[src/rtl/lpinit_pkg.sv]
package lpinit_pkg;

    typedef enum logic [3:0] {
        ST_PWR_WAIT,
        ST_PRE,
        ST_RP_WAIT,
        ST_REF_A,
        ST_RFC_A_WAIT,
        ST_REF_B,
        ST_RFC_B_WAIT,
        ST_MRS_1ST,
        ST_MRD_1ST_WAIT,
        ST_MRS_2ND,
        ST_MRD_2ND_WAIT,
        ST_READY
    } seq_state_t;

    // {cs_n, ras_n, cas_n, we_n}
    localparam logic [3:0] BUS_NOP = 4'b0111;
    localparam logic [3:0] BUS_PRE = 4'b0010;
    localparam logic [3:0] BUS_REF = 4'b0001;
    localparam logic [3:0] BUS_MRS = 4'b0000;

    function automatic int unsigned max4(int unsigned a, int unsigned b,
                                         int unsigned c, int unsigned d);
        int unsigned m;
        m = a;
        if (b > m) m = b;
        if (c > m) m = c;
        if (d > m) m = d;
        return m;
    endfunction

endpackage

[src/rtl/lpinit_wait_ctr.sv]
module lpinit_wait_ctr #(
    parameter int unsigned CNT_W = 16
) (
    input  logic             clk,
    input  logic             rst,
    input  logic [CNT_W-1:0] rst_val,
    input  logic             load,
    input  logic [CNT_W-1:0] load_val,
    output logic             zero
);
    logic [CNT_W-1:0] cnt;

    always_ff @(posedge clk) begin
        if (rst)
            cnt <= rst_val;
        else if (load)
            cnt <= load_val;
        else if (cnt != '0)
            cnt <= cnt - 1'b1;
    end

    assign zero = (cnt == '0);
endmodule

[src/rtl/lpinit_cmd_enc.sv]
module lpinit_cmd_enc
    import lpinit_pkg::*;
#(
    parameter int unsigned ADDR_W    = 13,
    parameter int unsigned BA_W      = 2,
    parameter int unsigned MODE_VAL  = 'h32,
    parameter int unsigned EXT_VAL   = 'h20,
    parameter bit          EXT_FIRST = 1'b0
) (
    input  seq_state_t        state,
    output logic              cs_n,
    output logic              ras_n,
    output logic              cas_n,
    output logic              we_n,
    output logic [BA_W-1:0]   ba,
    output logic [ADDR_W-1:0] addr,
    output logic              done
);
    localparam logic [ADDR_W-1:0] BASE_A   = ADDR_W'(MODE_VAL);
    localparam logic [ADDR_W-1:0] EXTD_A   = ADDR_W'(EXT_VAL);
    localparam logic [BA_W-1:0]   BASE_BA  = '0;
    localparam logic [BA_W-1:0]   EXTD_BA  = BA_W'(2);
    localparam logic [ADDR_W-1:0] PALL_A   = ADDR_W'(1) << 10;

    logic [ADDR_W-1:0] first_a, second_a;
    logic [BA_W-1:0]   first_ba, second_ba;

    generate
        if (EXT_FIRST) begin : g_ext_first
            assign first_a   = EXTD_A;
            assign first_ba  = EXTD_BA;
            assign second_a  = BASE_A;
            assign second_ba = BASE_BA;
        end else begin : g_base_first
            assign first_a   = BASE_A;
            assign first_ba  = BASE_BA;
            assign second_a  = EXTD_A;
            assign second_ba = EXTD_BA;
        end
    endgenerate

    logic [3:0] bus;

    always_comb begin
        bus  = BUS_NOP;
        ba   = '0;
        addr = '0;
        done = 1'b0;
        unique case (state)
            ST_PRE: begin
                bus  = BUS_PRE;
                addr = PALL_A;
            end
            ST_REF_A, ST_REF_B: bus = BUS_REF;
            ST_MRS_1ST: begin
                bus  = BUS_MRS;
                ba   = first_ba;
                addr = first_a;
            end
            ST_MRS_2ND: begin
                bus  = BUS_MRS;
                ba   = second_ba;
                addr = second_a;
            end
            ST_READY: done = 1'b1;
            ST_PWR_WAIT, ST_RP_WAIT, ST_RFC_A_WAIT, ST_RFC_B_WAIT,
            ST_MRD_1ST_WAIT, ST_MRD_2ND_WAIT: ;
            default: ;
        endcase
    end

    assign {cs_n, ras_n, cas_n, we_n} = bus;
endmodule

[src/rtl/lpddr_init_seq.sv]
module lpddr_init_seq
    import lpinit_pkg::*;
#(
    parameter int unsigned PWRUP_CYC = 40000,
    parameter int unsigned TRP_CYC   = 4,
    parameter int unsigned TRFC_CYC  = 16,
    parameter int unsigned TMRD_CYC  = 2,
    parameter int unsigned ADDR_W    = 13,
    parameter int unsigned BA_W      = 2,
    parameter int unsigned MODE_VAL  = 'h32,
    parameter int unsigned EXT_VAL   = 'h20,
    parameter bit          EXT_FIRST = 1'b0,
    parameter bit          REF_LATE  = 1'b0
) (
    input  logic              clk,
    input  logic              rst,
    output logic              cke,
    output logic              cs_n,
    output logic              ras_n,
    output logic              cas_n,
    output logic              we_n,
    output logic [BA_W-1:0]   ba,
    output logic [ADDR_W-1:0] addr,
    output logic              init_done
);
    localparam int unsigned MAX_CYC = max4(PWRUP_CYC, TRP_CYC, TRFC_CYC, TMRD_CYC);
    localparam int unsigned CNT_W   = $clog2(MAX_CYC + 1);
    localparam logic [CNT_W-1:0] PWR_LD = CNT_W'(PWRUP_CYC - 1);
    localparam logic [CNT_W-1:0] RP_LD  = CNT_W'(TRP_CYC - 1);
    localparam logic [CNT_W-1:0] RFC_LD = CNT_W'(TRFC_CYC - 1);
    localparam logic [CNT_W-1:0] MRD_LD = CNT_W'(TMRD_CYC - 1);

    seq_state_t       state, state_nx;
    logic             wait_zero;
    logic             ld;
    logic [CNT_W-1:0] ld_val;

    // state register
    always_ff @(posedge clk) begin
        if (rst)
            state <= ST_PWR_WAIT;
        else
            state <= state_nx;
    end

    // next state and counter load
    always_comb begin
        state_nx = state;
        ld       = 1'b0;
        ld_val   = '0;
        unique case (state)
            ST_PWR_WAIT:     if (wait_zero) state_nx = ST_PRE;
            ST_PRE: begin
                ld = 1'b1; ld_val = RP_LD; state_nx = ST_RP_WAIT;
            end
            ST_RP_WAIT:      if (wait_zero) state_nx = REF_LATE ? ST_MRS_1ST : ST_REF_A;
            ST_REF_A: begin
                ld = 1'b1; ld_val = RFC_LD; state_nx = ST_RFC_A_WAIT;
            end
            ST_RFC_A_WAIT:   if (wait_zero) state_nx = ST_REF_B;
            ST_REF_B: begin
                ld = 1'b1; ld_val = RFC_LD; state_nx = ST_RFC_B_WAIT;
            end
            ST_RFC_B_WAIT:   if (wait_zero) state_nx = REF_LATE ? ST_READY : ST_MRS_1ST;
            ST_MRS_1ST: begin
                ld = 1'b1; ld_val = MRD_LD; state_nx = ST_MRD_1ST_WAIT;
            end
            ST_MRD_1ST_WAIT: if (wait_zero) state_nx = ST_MRS_2ND;
            ST_MRS_2ND: begin
                ld = 1'b1; ld_val = MRD_LD; state_nx = ST_MRD_2ND_WAIT;
            end
            ST_MRD_2ND_WAIT: if (wait_zero) state_nx = REF_LATE ? ST_REF_A : ST_READY;
            ST_READY:        state_nx = ST_READY;
            default:         state_nx = ST_PWR_WAIT;
        endcase
    end

    lpinit_wait_ctr #(.CNT_W(CNT_W)) u_wait (
        .clk      (clk),
        .rst      (rst),
        .rst_val  (PWR_LD),
        .load     (ld),
        .load_val (ld_val),
        .zero     (wait_zero)
    );

    // outputs
    lpinit_cmd_enc #(
        .ADDR_W    (ADDR_W),
        .BA_W      (BA_W),
        .MODE_VAL  (MODE_VAL),
        .EXT_VAL   (EXT_VAL),
        .EXT_FIRST (EXT_FIRST)
    ) u_enc (
        .state (state),
        .cs_n  (cs_n),
        .ras_n (ras_n),
        .cas_n (cas_n),
        .we_n  (we_n),
        .ba    (ba),
        .addr  (addr),
        .done  (init_done)
    );

    assign cke = 1'b1;
endmodule

[config.mk]
export PLATFORM = sky130hd
export DESIGN_NAME = lpddr_init_seq
export DESIGN_NICKNAME = d
export VERILOG_FILES = /design/src/rtl/lpinit_pkg.sv /design/src/rtl/lpinit_wait_ctr.sv /design/src/rtl/lpinit_cmd_enc.sv /design/src/rtl/lpddr_init_seq.sv
export SDC_FILE = /design/constraint.sdc
export NUM_CORES = 1
export LEC_CHECK = 0
export ABC_AREA = 1
export BUFFER_PORTS_ARGS = -buffer_cell sky130_fd_sc_hd__buf_2
export CAP_MARGIN = 20
export CORE_UTILIZATION = 50
export CTS_CLUSTER_SIZE = 25
export DETAILED_ROUTE_END_ITERATION = 8
export HOLD_SLACK_MARGIN = 0.08
export PLACE_DENSITY = 0.75
export RECOVER_POWER = 25
export REMOVE_ABC_BUFFERS = 1
export SYNTH_ARGS = -nofsm -noshare
export SYNTH_HDL_FRONTEND = slang
export SYNTH_SLANG_ARGS = --single-unit
[constraint.sdc]
create_clock -name clk -period 1.27 [get_ports clk]
set_input_delay 0.0635 -clock clk [delete_from_list [all_inputs] [get_ports clk]]
set_output_delay 0.0635 -clock clk [all_outputs]
set_load 0.01 [all_outputs]
# ---- Yosys cells after proc, flatten, opt, wreduce, memory -nomap -nowiden
# Index checks and enable logic that the tools add are counted.
dict set report word_totals {
  ff_bits 20
  in_bits 2
  out_inout_bits 21
  wordCells 43
}
dict set report op_classes {
  n_addsub 1
  n_eq_ne 17
  n_mux 15
  reduce_logical 8
}
# operator n
set op_table {}
lappend op_table {{$pmux 4 s12} 1}
lappend op_table {{$pmux 11 s3} 1}
lappend op_table {{$mux 16} 2}
lappend op_table {{$mux 4} 6}
lappend op_table {{$eq 4x3->1 const B} 4}
lappend op_table {{$eq 4x4->1 const B} 4}
lappend op_table {{$logic_not 16->1} 1}
lappend op_table {{$reduce_bool 16->1} 1}
lappend op_table {{$sub 16x1->16 const B} 1}
lappend op_table {{$ne 2x1->1 const B} 6}
lappend op_table {{$pmux 4 s3} 1}
lappend op_table {{$pmux 3 s3} 1}
lappend op_table {{$eq 4x2->1 const B} 2}
lappend op_table {{$reduce_and 6->1} 1}
lappend op_table {{$reduce_or 5->1} 1}
lappend op_table {{$eq 4x1->1 const B} 1}
lappend op_table {{$logic_not 4->1} 1}
lappend op_table {{$reduce_or 2->1} 2}
lappend op_table {{$mux 1} 2}
lappend op_table {{$mux 2} 1}
lappend op_table {{$reduce_bool 2->1} 1}

# ---- Depth between registers and ports, before layout
# Gate-level depths: netlist of run 1.
dict set report logic_depth {
  ltp_word 4
  mapped_depth 9
  mapped_depth_nobuf 9
}

# ---- Hierarchy
# Synthesis of run 1 repeated with hierarchy kept, for this count alone.
dict set report unflattened {
  cells_unflattened 251
  area_unflattened_um2 1667.8
}
# mod instances cells_each area_per_inst_um2 seq_area_each_um2
set modules_own_cells {}
lappend modules_own_cells {lpinit_wait_ctr 1 181 1244.9 480.5}
lappend modules_own_cells {lpddr_init_seq 1 36 235.2 80.1}
lappend modules_own_cells {lpinit_cmd_enc 1 34 187.7 0.0}

# ---- Worst setup path before layout of run 1
# No wires, ideal clock.
dict set report synth_path {
  path_type {reg2reg}
  start {register u_wait.cnt[0]}
  end {register u_wait.cnt[10]}
  setup_time_ps 126
  arrival_time_ps 1257
  path_slack_ps -112
  path_stages_with_launch 9
  path_buffers 1
  period_less_slack_ps 1382
  cell_sequence {dfxtp_1 inv_1 ha_1 nand2_1 nor2_4 nand3_2 buf_6 nand4_1 nand2_1}
}
dict set report synth_via {
  elab_chain_cells 3
}
# item line
set synth_lines {}
lappend synth_lines {{from (decl)} lpinit_wait_ctr.sv:11} ;# logic [CNT_W-1:0] cnt;
lappend synth_lines {{from (signal assigned)} lpinit_wait_ctr.sv:15} ;# cnt <= rst_val;
lappend synth_lines {{from (signal assigned)} lpinit_wait_ctr.sv:17} ;# cnt <= load_val;
lappend synth_lines {{from (signal assigned)} lpinit_wait_ctr.sv:19} ;# cnt <= cnt - 1'b1;
lappend synth_lines {{$sub 16x1->16} lpinit_wait_ctr.sv:19}
lappend synth_lines {{$mux 16} lpinit_wait_ctr.sv:18} ;# else if (cnt != '0)
lappend synth_lines {{$mux 16} lpinit_wait_ctr.sv:16} ;# else if (load)
# Several ways; a longest one is shown, not always the timed one. The select of a mux whose other input is x is not followed.
# A chain may end at the register's enable or synchronous reset.

# ---- Worst setup path after layout of run 1
dict set report layout_path {
  start {register state[1]}
  end {output ras_n}
}
dict set report layout_via {
  elab_chain_cells 3
}
# item line
set layout_lines {}
lappend layout_lines {{from (decl)} lpddr_init_seq.sv:33} ;# seq_state_t state, state_nx;
lappend layout_lines {{from (signal assigned)} lpddr_init_seq.sv:43} ;# state <= state_nx;
lappend layout_lines {{$eq 4x3->1, or another cell as far along} lpinit_cmd_enc.sv:49} ;# unique case (state)
lappend layout_lines {{$reduce_or 2->1 (no source line)} n/a}
lappend layout_lines {{$pmux 3 s3 (*)} lpinit_cmd_enc.sv:49}
lappend layout_lines {{to (decl)} lpddr_init_seq.sv:19} ;# output logic ras_n,
# Mark *: on every way between the ends. The rest lies on a longest branch, timed or not.

==> results of run 1 <==
where the power goes:
group	internal [mW]	switching, mW	total, mW
sequential	0.628	0.00574	0.633
combinational	0.0381	0.0597	0.0978
clock	0.320	0.225	0.545
area by class of cell:
cell class                      instances  area (um2)
Sequential cell                        20         419
Clock buffer                            3        22.5
Tap cell                               30        37.5
Timing Repair Buffer                   61         483
Multi-Input combinational cell        156         873
Fill cell                             174         527
Clock inverter                          1        30.0
Inverter                               26         108
registers in the layout, summed over array words and instances (netlist names):
name	flops
state	4
u_wait.cnt	16
worst paths after layout:
path / from / to / slack [ns] / cells after the start
setup reg to reg: state[0] / u_wait.cnt[0] / -0.19 / 10
setup / recovery: state[1] / ras_n / -0.26 / 8
hold / removal: state[1] / state[1] / 0.56 / 2
hold reg to reg: state[1] / state[1] / 0.56 / 2
tightest hold or removal path, delay by kind of cell, from the launching register on:
| family | cells | cell delay [ns] |
|---|---|---|
| buf+inv | 1 | 0.07 |
| flops | 1 | 0.40 |
| compound gates | 1 | 0.07 |
repair_timing:
action	CTS	global route
endpoints found under the setup margin	25	26
endpoints found under the hold margin	9	0
buffers inserted	10	7
pin swaps	16	14
gates resized for setup	44	25
hold buffers	1	0
cells by family after synthesis:
logic type,synth area share
AO/OA/AOI/OAI,0.0600
XOR/XNOR,0.0131
adder cells (fa/ha/maj),0.00937
buffers and inverters,0.169
flip-flops,0.300
other,0.00563
AND/OR/NAND/NOR,0.443
per-layer routing:
layer,track usage,vias to the layer above,part of all wire
met4,0.123,0,0.011
met2,0.444,35,0.52
met3,0.0395,5,0.034
met1,0.310,705,0.43
met5,0,-,0
li1,-,743,-
synthesized netlist by cell type:
cell and n:
a211oi_1 2, a21oi_1 4, buf_4 13, buf_6 2, clkbuf_1 2, conb_1 2, dfxtp_1 20, ha_1 1
inv_1 26, nand2_1 58, nand2_2 2, nand2_4 1, nand3_1 17, nand3_2 1, nand3b_1 1, nand4_1 8
nand4_2 1, nor2_1 32, nor2_2 3, nor2_4 3, o2111ai_1 1, o21ai_0 4, o21ai_4 1, or2_2 2
xor2_1 2
cells in the final DEF (no fill, tap or decap), types with 5 or more instances in the layout:
cell type and count:
inv_1 17, inv_2 5, buf_6 10, buf_2 6
nand3_1 16, buf_4 44, dfxtp_1 13, conb_1 12
nand2_2 8, nor2_1 21, nor2_4 10, nand2_1 49
nand4_1 8, nor2_2 7
==> impl_metrics.py, run 1 <==
metrics = {
    "sta": {
        "fin_crit_sh": 1.20,
        "rsz0062_at_grt": "yes",
        "hold_slack_ns": 0.559,
        "period_needed_ns": 1.53,
        "drv_slew": 0,
        "fin_skew_ns": 0.00958,
        "hold_violations": 0,
        "setup_violations": 24,
        "fin_setup_tns_ns": -2.66,
        "max_freq_mhz": 655,
        "worst_slack_ns": -0.257,
    },
    "routing": {
        "drt_pass1_iterations": 5,
        "avgRoutedWirePerCell_um": 12.8,
        "final_antenna_net_count": 0,
        "drt_wl_total_um": 3790,
        "vias": 1488,
        "vias_per_cell": 5.01,
        "drcViolationCount": 0,
        "drtIter0Drc": 40,
    },
    "clock_network": {
        "cts_root_buf": "clkbuf_4",
        "clkLatencyLatePin_ns": 0.32,
        "cts_tree": "built",
        "cts_sinks": 20,
        "cts.htree.levels": 1,
        "numCtsBuffers": 3,
        "clk_transition_reported_paths_ns": 0.13,
        "clockBufferDepth": 2,
    },
    "setup_path": {
        "start_kind": "flop",
        "end_kind": "output pin",
        "crit_path_top_delay_cell": "dfxtp_4",
        "crit_arrival_ns": 1.46,
        "path_delay_family": "flip-flops",
        "crit_path_cell_trace": "nand2_4 -> inv_4 -> nand2_4 -> o21ai_4 -> buf_6 -> nor2_4 -> buf_6 -> buf_6",
        "slowest_delay_ns": 0.40,
        "crit_required_ns": 1.21,
        "path_buf_inv": 4,
        "cp_common_cell": "buf_6",
        "critical_path.max_fanout": 4,
        "criticalPathCategory": "flop to output pin",
    },
    "synth": {
        "ys_seq_area_frac": 0.300,
        "synth_seq_cells": 20,
        "synth_area_leaders": "dfxtp_1, nand2_1, nor2_1",
        "ys_warn_count": 0,
        "yosysTopAreaCell": "dfxtp_1",
        "synthesis.area_um2": 1340,
        "yosys.cell_types.count": 25,
        "synth_top_area_frac": 0.300,
        "avgSynthCellArea_um2": 6.39,
        "synthCells": 209,
    },
    "grt": {
        "grt-ovfl-total": 0,
        "antenna_found_initial": 0,
        "grt_pass1_wl_um": 5390,
        "grt_start_max_net_pins": 13,
        "grt_usage": 0.258,
        "grt_pass1_vias": 1299,
    },
    "die": {
        "die_x_um": 53.7,
        "io_pins": 23,
        "dieArea_um2": 2880,
        "coreArea_um2": 2500,
        "start_util": 0.534,
        "fp.dieH_um": 53.7,
        "std_cell_rows": 18,
    },
    "run": {
        "drv_cap": 0,
    },
    "status": {
        "status": "finished with violations",
        "failed_checks": "setup timing",
    },
    "power_and_ir_drop": {
        "total_power_mw": 1.28,
        "vdd_ir_drop_max_mv": 0.692,
        "p_per_area_nw_per_um2": 647,
        "p_leak_nw": 0.996,
    },
    "placed_design": {
        "place_hpwl_um": 2250,
        "place_inst": 276,
        "portBuffers": 10,
        "postPlaceCellArea_um2": 1590,
        "gp_congestion": 0.819,
        "post-place-ws_ns": -0.111,
    },
    "finish": {
        "design_area_um2": 1970,
        "n_antenna_cell": 0,
        "drive_gt1_frac": 0.442,
        "syn2layout_area_growth_pct": 47.8,
        "num-nets-final": 271,
        "utilization": 0.789,
        "final_cells": 297,
    },
    "min_path": {
        "hold_path.class": "flop to flop",
    },
}
Power figures use the tool's default switching activity.
==> inputs of run 2 (changes only) <==
CORE_UTILIZATION = 25   (was 50)
PLACE_DENSITY = unset   (was 0.75)
REMOVE_ABC_BUFFERS = unset   (was 1)
==> impl_metrics.py, run 2 (synthesized netlist as in run 1, its figures left out) <==
metrics = {
    "sta": {
        "fin_skew_ns": 0.00235,
        "setup_violations": 20,
        "fin_crit_sh": 1.10,
        "worst_slack_ns": -0.124,
        "rsz0062_at_grt": "yes",
        "drv_slew": 0,
        "hold_violations": 0,
        "max_freq_mhz": 717,
        "period_needed_ns": 1.39,
    },
    "power_and_ir_drop": {
        "p_per_area_nw_per_um2": 593,
        "p_leak_nw": 0.979,
        "vdd_ir_drop_max_mv": 0.319,
    },
    "placed_design": {
        "portBuffers": 10,
        "gp_congestion": 0.791,
        "postPlaceCellArea_um2": 1680,
        "place_hpwl_um": 2440,
    },
    "routing": {
        "avgRoutedWirePerCell_um": 11.2,
        "drtIter0Drc": 63,
        "drt_wl_total_um": 3700,
        "vias": 1456,
        "drcViolationCount": 0,
        "final_antenna_net_count": 0,
        "vias_per_cell": 4.40,
        "drt_pass1_iterations": 4,
    },
    "die": {
        "std_cell_rows": 26,
        "die_x_um": 75.1,
        "dieArea_um2": 5640,
        "start_util": 0.260,
        "fp.dieH_um": 75.1,
        "coreArea_um2": 5140,
        "io_pins": 23,
    },
    "grt": {
        "grt_start_max_net_pins": 12,
        "grt_pass1_vias": 1357,
        "grt_usage": 0.139,
        "grtUsageMet1": 0.170,
        "grt_pass1_wl_um": 6020,
        "antenna_found_initial": 0,
        "grt_util_met3": 0.0321,
        "grt-ovfl-total": 0,
        "grt_util_met2": 0.248,
        "grt-busiest-layer": "met2",
    },
    "setup_path": {
        "slowest_delay_ns": 0.39,
        "critical_path.max_fanout": 4,
        "crit_arrival_ns": 1.33,
        "crit_path_cell_trace": "inv_4 -> nor2_4 -> nand2_4 -> o21ai_4 -> inv_1 -> nand2_2 -> nand2_4 -> buf_6",
        "worstSetupStartpoint": "state[2]",
        "criticalPathCategory": "flop to output pin",
        "crit_required_ns": 1.21,
        "cp_common_cell": "nand2_4",
        "r2r_start": "state[0]",
        "end_kind": "output pin",
        "crit_path_top_delay_cell": "dfxtp_4",
        "start_kind": "flop",
    },
    "status": {
        "failed_checks": "setup timing",
        "status": "finished with violations",
    },
    "finish": {
        "design_area_um2": 2080,
        "drive_gt1_frac": 0.475,
        "top_regs": "u_wait.cnt: 16 flops, state: 4 flops",
        "utilization": 0.405,
        "num-nets-final": 265,
        "n_antenna_cell": 0,
        "largest_reg_flops": 16,
        "regMostFlops": "u_wait.cnt",
        "layout_commonest_cell": "nand2_1",
        "syn2layout_area_growth_pct": 55.9,
        "layout_common_cells": "nand2_1, buf_4, nor2_1, inv_1",
    },
    "run": {
        "drv_cap": 0,
    },
    "clock_network": {
        "clkLatencyLatePin_ns": 0.26,
        "cts_sinks": 20,
        "clockBufferDepth": 2,
        "cts_root_buf": "clkbuf_8",
        "cts_tree": "built",
        "cts.htree.levels": 1,
        "numCtsBuffers": 3,
        "clk_transition_reported_paths_ns": 0.08,
        "hold_buffers": 0,
    },
    "min_path": {
        "min-delay-start": "rst",
        "hold_path.class": "input port to flop",
    },
}
## run 2: critical path, delay by kind of cell (launching register included)
kind                   cells  cell delay [ns]
flip-flops                 1             0.39
AND/OR/NAND/NOR            4             0.34
buffers and inverters      3             0.24
AO/OA/AOI/OAI              1             0.09
## run 2: final cells by class
cell class / instances / area, um2
Fill cell: 534 / 3060
Multi-Input combinational cell: 156 / 930
Timing Repair Buffer: 55 / 482
Sequential cell: 20 / 422
Inverter: 26 / 105
Tap cell: 70 / 87.6
Clock buffer: 4 / 55.1
## run 2: where the power goes
| part | switching [mW] | internal, mW | total [mW] |
|---|---|---|---|
| logic | 0.0556 | 0.0357 | 0.0914 |
| registers | 0.00624 | 0.625 | 0.631 |
| clock network | 0.234 | 0.277 | 0.511 |
| total | 0.296 | 0.937 | 1.23 |
## run 2: path summary, 6_finish.rpt
check	end	slack, ns	depth (start not counted)
max	we_n	-0.12	8
min	u_wait.cnt[14]	0.10	2
max reg2reg	u_wait.cnt[4]	-0.05	8
min reg2reg	state[1]	0.53	2
## run 2: repair_timing
action,CTS,global route
pin swaps,14,10
gates cloned,0,1
endpoints found under the setup margin,21,25
resized for setup,46,34
setup buffers,8,2
## run 2: stage by stage
step	TNS, ns	setup WS [ns]	instances	hold slack [ns]	power [mW]
2_1_floorplan	0	0.00432	219	0.372	0.738
3_3_place_gp	-0.0310	-0.0109	317	0.378	0.739
3_5_place_dp	-0.394	-0.0547	317	0.382	0.742
4_1_cts	-0.262	-0.103	328	0.0932	1.24
5_1_grt	-2.36	-0.202	331	0.109	1.29
6_report	-0.693	-0.124	331	0.100	1.23
## run 2: metal layers
layer / vias to the layer above / part of all wire
li1: 736 / -
met1: 683 / 0.44
met2: 33 / 0.52
met3: 4 / 0.038
met4: 0 / 0.0092
met5: - / 0
